### src/rtl/ulpi_regbank_pkg.sv
package ulpi_regbank_pkg;

    localparam int ADDR_W    = 6;
    localparam int DATA_W    = 8;
    localparam int NUM_ALIAS = 6;
    localparam int NUM_STAT  = 5;

    localparam logic [ADDR_W-1:0] A_VID_LO = 6'h00;
    localparam logic [ADDR_W-1:0] A_VID_HI = 6'h01;
    localparam logic [ADDR_W-1:0] A_PID_LO = 6'h02;
    localparam logic [ADDR_W-1:0] A_PID_HI = 6'h03;
    localparam logic [ADDR_W-1:0] A_STATUS = 6'h13;
    localparam logic [ADDR_W-1:0] A_LATCH  = 6'h14;
    localparam logic [ADDR_W-1:0] A_DEBUG  = 6'h15;

    localparam int IDX_FUNC = 0;
    localparam int IDX_INTF = 1;
    localparam int IDX_OTG  = 2;
    localparam int IDX_ENR  = 3;
    localparam int IDX_ENF  = 4;
    localparam int IDX_SCR  = 5;

    typedef enum logic [1:0] {
        ACC_NONE  = 2'd0,
        ACC_WRITE = 2'd1,
        ACC_SET   = 2'd2,
        ACC_CLR   = 2'd3
    } acc_e;

    typedef logic [NUM_ALIAS-1:0][DATA_W-1:0] regset_t;

    function automatic logic [ADDR_W-1:0] alias_base(input int idx);
        if (idx < IDX_SCR) return ADDR_W'(4 + 3 * idx);
        return 6'h16;
    endfunction

    function automatic logic [DATA_W-1:0] alias_rst(input int idx);
        case (idx)
            IDX_FUNC: return 8'h41;
            IDX_OTG:  return 8'h06;
            IDX_ENR:  return 8'h1F;
            default:  return 8'h00;
        endcase
    endfunction

    function automatic acc_e acc_decode(input logic [ADDR_W-1:0] addr,
                                        input logic [ADDR_W-1:0] base);
        if (addr == base)               return ACC_WRITE;
        if (addr == base + ADDR_W'(1))  return ACC_SET;
        if (addr == base + ADDR_W'(2))  return ACC_CLR;
        return ACC_NONE;
    endfunction

endpackage

### src/rtl/ulpi_alias_reg.sv
module ulpi_alias_reg
    import ulpi_regbank_pkg::*;
#(
    parameter int               AW   = ADDR_W,
    parameter int               DW   = DATA_W,
    parameter logic [AW-1:0]    BASE = '0,
    parameter logic [DW-1:0]    RST  = '0
) (
    input  logic          clk,
    input  logic          rst,
    input  logic          wr_en,
    input  logic [AW-1:0] addr,
    input  logic [DW-1:0] wdata,
    output logic [DW-1:0] q
);

    acc_e kind;

    always_comb kind = acc_decode(addr, BASE);

    always_ff @(posedge clk) begin
        if (rst) begin
            q <= RST;
        end else if (wr_en) begin
            case (kind)
                ACC_WRITE: q <= wdata;
                ACC_SET:   q <= q | wdata;
                ACC_CLR:   q <= q & ~wdata;
                default:   q <= q;
            endcase
        end
    end

endmodule

### src/rtl/ulpi_irq_latch.sv
module ulpi_irq_latch #(
    parameter int N = 5
) (
    input  logic         clk,
    input  logic         rst,
    input  logic [N-1:0] stat_in,
    input  logic [N-1:0] en_rise,
    input  logic [N-1:0] en_fall,
    input  logic         rd_clr,
    output logic [N-1:0] latch_o
);

    logic [N-1:0] stat_q;
    logic [N-1:0] hit;

    always_comb begin
        for (int i = 0; i < N; i++) begin
            hit[i] = (stat_in[i] & ~stat_q[i] & en_rise[i]) |
                     (~stat_in[i] & stat_q[i] & en_fall[i]);
        end
    end

    always_ff @(posedge clk) begin
        if (rst) begin
            stat_q  <= '0;
            latch_o <= '0;
        end else begin
            stat_q  <= stat_in;
            latch_o <= (rd_clr ? '0 : latch_o) | hit;
        end
    end

endmodule

### src/rtl/ulpi_reg_rdmux.sv
module ulpi_reg_rdmux
    import ulpi_regbank_pkg::*;
#(
    parameter logic [15:0] VENDOR_ID  = 16'hA5C3,
    parameter logic [15:0] PRODUCT_ID = 16'h0B08
) (
    input  logic                rd,
    input  logic [ADDR_W-1:0]   addr,
    input  regset_t             regs,
    input  logic [NUM_STAT-1:0] stat,
    input  logic [NUM_STAT-1:0] latch,
    input  logic [DATA_W-1:0]   dbg,
    output logic [DATA_W-1:0]   rdata
);

    logic [DATA_W-1:0] sel;

    always_comb begin
        sel = '0;
        case (addr)
            A_VID_LO: sel = VENDOR_ID[7:0];
            A_VID_HI: sel = VENDOR_ID[15:8];
            A_PID_LO: sel = PRODUCT_ID[7:0];
            A_PID_HI: sel = PRODUCT_ID[15:8];
            A_STATUS: sel = DATA_W'(stat);
            A_LATCH:  sel = DATA_W'(latch);
            A_DEBUG:  sel = dbg;
            default: begin
                for (int i = 0; i < NUM_ALIAS; i++) begin
                    if (acc_decode(addr, alias_base(i)) != ACC_NONE) sel = regs[i];
                end
            end
        endcase
        rdata = rd ? sel : '0;
    end

endmodule

### src/rtl/ulpi_phy_regbank.sv
module ulpi_phy_regbank
    import ulpi_regbank_pkg::*;
#(
    parameter logic [15:0] VENDOR_ID  = 16'hA5C3,
    parameter logic [15:0] PRODUCT_ID = 16'h0B08
) (
    input  logic                clk,
    input  logic                rst,
    input  logic [ADDR_W-1:0]   reg_addr,
    input  logic                reg_wr,
    input  logic                reg_rd,
    input  logic [DATA_W-1:0]   reg_wdata,
    output logic [DATA_W-1:0]   reg_rdata,
    input  logic [NUM_STAT-1:0] stat_in,
    input  logic [DATA_W-1:0]   dbg_in,
    output logic [DATA_W-1:0]   func_ctrl_o,
    output logic [DATA_W-1:0]   intf_ctrl_o,
    output logic [DATA_W-1:0]   otg_ctrl_o,
    output logic [1:0]          opmode_o,
    output logic                prot_dis_o,
    output logic                clk_keep_o,
    output logic                serial3_o,
    output logic                serial6_o,
    output logic                irq_pend_o
);

    regset_t             regs;
    logic [NUM_STAT-1:0] latch;
    logic                latch_rd;

    for (genvar g = 0; g < NUM_ALIAS; g++) begin : g_alias
        ulpi_alias_reg #(
            .AW   (ADDR_W),
            .DW   (DATA_W),
            .BASE (alias_base(g)),
            .RST  (alias_rst(g))
        ) u_reg (
            .clk   (clk),
            .rst   (rst),
            .wr_en (reg_wr),
            .addr  (reg_addr),
            .wdata (reg_wdata),
            .q     (regs[g])
        );
    end

    assign latch_rd = reg_rd && (reg_addr == A_LATCH);

    ulpi_irq_latch #(.N(NUM_STAT)) u_irq (
        .clk     (clk),
        .rst     (rst),
        .stat_in (stat_in),
        .en_rise (regs[IDX_ENR][NUM_STAT-1:0]),
        .en_fall (regs[IDX_ENF][NUM_STAT-1:0]),
        .rd_clr  (latch_rd),
        .latch_o (latch)
    );

    ulpi_reg_rdmux #(
        .VENDOR_ID  (VENDOR_ID),
        .PRODUCT_ID (PRODUCT_ID)
    ) u_rd (
        .rd    (reg_rd),
        .addr  (reg_addr),
        .regs  (regs),
        .stat  (stat_in),
        .latch (latch),
        .dbg   (dbg_in),
        .rdata (reg_rdata)
    );

    assign func_ctrl_o = regs[IDX_FUNC];
    assign intf_ctrl_o = regs[IDX_INTF];
    assign otg_ctrl_o  = regs[IDX_OTG];
    assign opmode_o    = regs[IDX_FUNC][4:3];
    assign prot_dis_o  = regs[IDX_INTF][7];
    assign clk_keep_o  = regs[IDX_INTF][3];
    assign serial3_o   = regs[IDX_INTF][1];
    assign serial6_o   = regs[IDX_INTF][0];
    assign irq_pend_o  = |latch;

endmodule

### config.mk
export PLATFORM = sky130hd
export DESIGN_NAME = ulpi_phy_regbank
export DESIGN_NICKNAME = d
export VERILOG_FILES = /design/src/rtl/ulpi_regbank_pkg.sv /design/src/rtl/ulpi_alias_reg.sv /design/src/rtl/ulpi_irq_latch.sv /design/src/rtl/ulpi_reg_rdmux.sv /design/src/rtl/ulpi_phy_regbank.sv
export SDC_FILE = /design/constraint.sdc
export NUM_CORES = 1
export LEC_CHECK = 0
export ABC_AREA = 1
export BUFFER_PORTS_ARGS = -buffer_cell sky130_fd_sc_hd__buf_2
export CORE_ASPECT_RATIO = 0.7
export CORE_MARGIN = 1
export CORE_UTILIZATION = 53
export CTS_CLUSTER_SIZE = 20
export DETAILED_ROUTE_END_ITERATION = 16
export PLACE_DENSITY = 0.78
export SYNTH_ARGS = -nofsm -noshare
export SYNTH_HDL_FRONTEND = slang
export SYNTH_SLANG_ARGS = --single-unit
### constraint.sdc
create_clock -name clk -period 1.66 [get_ports clk]
set_input_delay 0 -clock clk [delete_from_list [all_inputs] [get_ports clk]]
set_output_delay 0 -clock clk [all_outputs]
set_load 0.05 [all_outputs]
==> run_results.csv <==
group,metric,value,unit
worst_setup_path,rr_worst_depth,2,
final_layout,stdcell_count,677,
yosys,yosysMostFrequentCell,"nand2_1",
global_route,antenna_found_initial,0,
clock_network,cts_buffers,9,
floorplan,initial_utilization,56.5,%
final_layout,nFillCells,543,
sta,finalWorstSetupSlack,97.2,ps
global_route,grt_max_degree,50,
global_route,grt_pass1_vias,3266,
floorplan,row_count,23,
drt,drtIter0Drc,391,
final_layout,final_nets,629,
floorplan,io_pins,70,
sta,setup_viol,0,
worst_setup_path,crit_path_start_kind,"register",
final_layout,drive_gt1_share,25.1,%
run,max_cap_violations,0,
worst_setup_path,worst-path-buf-inv,2,
pwr,p_leak,1.82,nW
floorplan,dieArea,6590,um2
worst_setup_path,path_delay_family,"simple AND/OR/NAND/NOR gates",
clock_network,clk-insertion-delay-late,350,ps
final_layout,n_antenna_cell,0,
yosys,synthArstFlopShare,0,%
drt,vias,3848,
worst_setup_path,regToRegSetupSlack,940,ps
sta,fin_skew,5.64,ps
min_path,hold_class,"primary input to register",
yosys,synth_common_cells,"nand2_1, dfxtp_1, nor2_1",
global_route,grt_pass1_wl,16600,um
clock_network,cts_tree,"built",
yosys,synth_cell_types,30,
clock_network,clk_path_buf_depth,2,
final_layout,fin_area,4090,um2
worst_setup_path,critPathKind,"register to output port",
sta,worst_slew_pin_slew,527,ps
drt,firstDrtPassIters,5,
floorplan,die_x,96.6,um
drt,viasPerCell,5.68,
pwr,vdd_drop_max,0.000551,V
yosys,synth.area.top_cells,"dfxtp_1, nand2_1, a21oi_1",
sta,fin_crit,1560,ps
clock_network,numClockSinks,58,
yosys,ys_ff_latch,58,
placed_design,place.gp.congestion,0.919,
sta,max_freq,640,MHz
min_path,min_path_cells,3,
placed_design,placed_area,3790,um2
floorplan,design.core.area,5870,um2
worst_setup_path,endpoint_kind,"output port",
clock_network,post_cts_buffers,0,
sta,maxSlewViolCount,0,
global_route,track_usage,34.8,%
yosys,synth.net_count,551,
floorplan,die_h,68.2,um
sta,hold_viol,0,
status,status,"complete, no violations",
min_path,holdPathEnd,"g_alias[2].u_reg.q[7]$_SDFFE_PP0P_",
worst_setup_path,worstPathRequired,1660,ps
worst_setup_path,crit_path_top_delay_cell,"dfxtp_1",
clock_network,path_clk_slew,70,ps
yosys,synth_top_area_share,35.0,%
clock_network,root_buffer,"clkbuf_8",
yosys,synth_flop_cell,"dfxtp_1",
yosys,synth-edff-count,0,
final_layout,area_growth,23.2,%
placed_design,hpwl,7780,um
worst_setup_path,crit_chain,"inv_1 > nor2_1 > nor2_1 > nand2_1 > nand2_1 > nand3_1 > nand2_1 > a21oi_2 > buf_4",
min_path,min_from,"reg_wdata[7]",
sta,finalSetupTns,0,ps
worst_setup_path,cp_data_arrival_time,1560,ps
yosys,yosys.area.top_type,"dfxtp_1",
yosys,syn_area,3320,um2
yosys,yosysWarnings,0,
drt,drc,0,
global_route,grt_overflow,0,
drt,drtAntennaViolNets,0,
worst_setup_path,critPathMaxStageDelay,360,ps
sta,slew_headroom,64.8,%
yosys,avgSynthCellArea,6.38,um2
worst_setup_path,reg2reg_to,"g_alias[2].u_reg.q[0]$_SDFFE_PP0P_",
placed_design,placedCellCount,656,
sta,fin_crit_sh,94.1,%
clock_network,cts_max_level,3,
yosys,synth_seq_area_share,35.0,%
placed_design,place_ws,62.5,ps
placed_design,io_buffers,69,
drt,wl,10600,um
yosys,synthCells,520,
worst_setup_path,cp_max_fo,3,
worst_setup_path,cp_common_cell,"nand2_1",
drt,wl_per_cell,15.7,um
worst_setup_path,r2r_start,"g_alias[2].u_reg.q[0]$_SDFFE_PP0P_",
pwr,p_per_area,832,nW/um2
metrics by stage:
| step | utilization (%) | power [mW] | hold WS, ps |
|---|---|---|---|
| finish | 69.7 | 3.40 | 12.6 |
| global route | 69.7 | 3.53 | 21.6 |
| CTS | 69.3 | 3.39 | 7.36 |
| detailed placement | 64.6 | 1.94 | 255 |
| global placement | 64.6 | 1.93 | 248 |
| floorplan | - | 1.79 | 136 |
worst register-to-register path, delay by kind of cell, from the launching register on:
kind,cells,cell delay (ps)
DFF,1,430
AOI/OAI and AO/OA,1,130
and+or+nand+nor,1,80
area by class of cell:
cell class,instances,area (um2),share of cell area [%]
Timing Repair Buffer,93,551,13.5
Clock buffer,10,138,3.37
Clock inverter,5,78.8,1.93
Tap cell,75,93.8,2.29
Sequential cell,58,1160,28.4
Multi-Input combinational cell,401,1930,47.3
Inverter,35,134,3.27
sequential cells by signal (all words and copies together) (netlist names):
signal / cells
g_alias.u_reg.q: 48
u_irq.stat_q: 5
u_irq.latch_o: 5
logic make-up after synthesis:
family                 share of synthesized area (%)
AO/OA/AOI/OAI                                   18.8
AND/OR/NAND/NOR                                 38.4
buffers and inverters                           7.84
flip-flops                                      35.0
layout by cell type, fill, tap and decap left out:
cell / synthesis / routed
clkbuf_4: 0 / 3
o22ai_1: 1 / 1
o21ai_0: 49 / 49
dfxtp_1: 58 / 58
nand2_2: 3 / 3
dlygate4sd3_1: 0 / 6
clkinv_2: 0 / 2
a31oi_1: 5 / 5
nand3_1: 38 / 38
nand3_2: 1 / 1
buf_2: 4 / 65
a22oi_1: 8 / 8
a21oi_1: 49 / 42
nor2_1: 56 / 54
bufinv_16: 0 / 2
or2_0: 5 / 5
clkinv_1: 1 / 1
nor3_1: 2 / 2
inv_4: 0 / 1
a21oi_2: 0 / 7
o31ai_1: 1 / 1
nor2_4: 8 / 9
or2_2: 10 / 10
nor3_4: 1 / 1
nand2_4: 2 / 2
inv_2: 10 / 9
nor2_2: 4 / 5
buf_4: 7 / 19
inv_1: 24 / 24
nand4_1: 1 / 1
a21boi_0: 1 / 1
o21ai_1: 4 / 4
nand2_1: 150 / 150
clkbuf_8: 0 / 10
nor3_2: 1 / 1
nand3b_1: 1 / 1
clkinv_4: 0 / 1
metal layers:
metal	part of all wire, %	track usage, %	vias to the layer above	wire [um]
met5	0	0	-	0
met4	1.5	11.4	0	155
met3	12	7.33	18	1230
met2	42	51.2	216	4500
met1	45	50.2	1759	4750
li1	-	-	1855	-
power by group:
group	internal (mW)	total [mW]	switching, mW
Sequential	1.42	1.45	0.0242
Combinational	0.146	0.491	0.345
Clock	0.874	1.47	0.592
repair_timing:
action	CTS	global route
endpoints found under the setup margin	0	8
resized for setup	0	8
endpoints found under the hold margin	9	0
hold buffers	6	0
worst max-delay path by stage:
stage                                  startpoint            to  slack (ps)  depth (start not counted)
3_5_place_dp                          reg_addr[4]  reg_rdata[5]          60                         12
4_1_cts                               reg_addr[4]  reg_rdata[5]          60                         12
2_1_floorplan                         reg_addr[1]  reg_rdata[2]          90                         11
3_3_place_gp                          reg_addr[4]  reg_rdata[5]          90                         12
5_1_grt                               reg_addr[5]  reg_rdata[1]         -50                         13
6_report       g_alias[0].u_reg.q[6]$_SDFFE_PP1P_  reg_rdata[6]         100                          9
No activity file was read; power rests on OpenSTA's default activity.
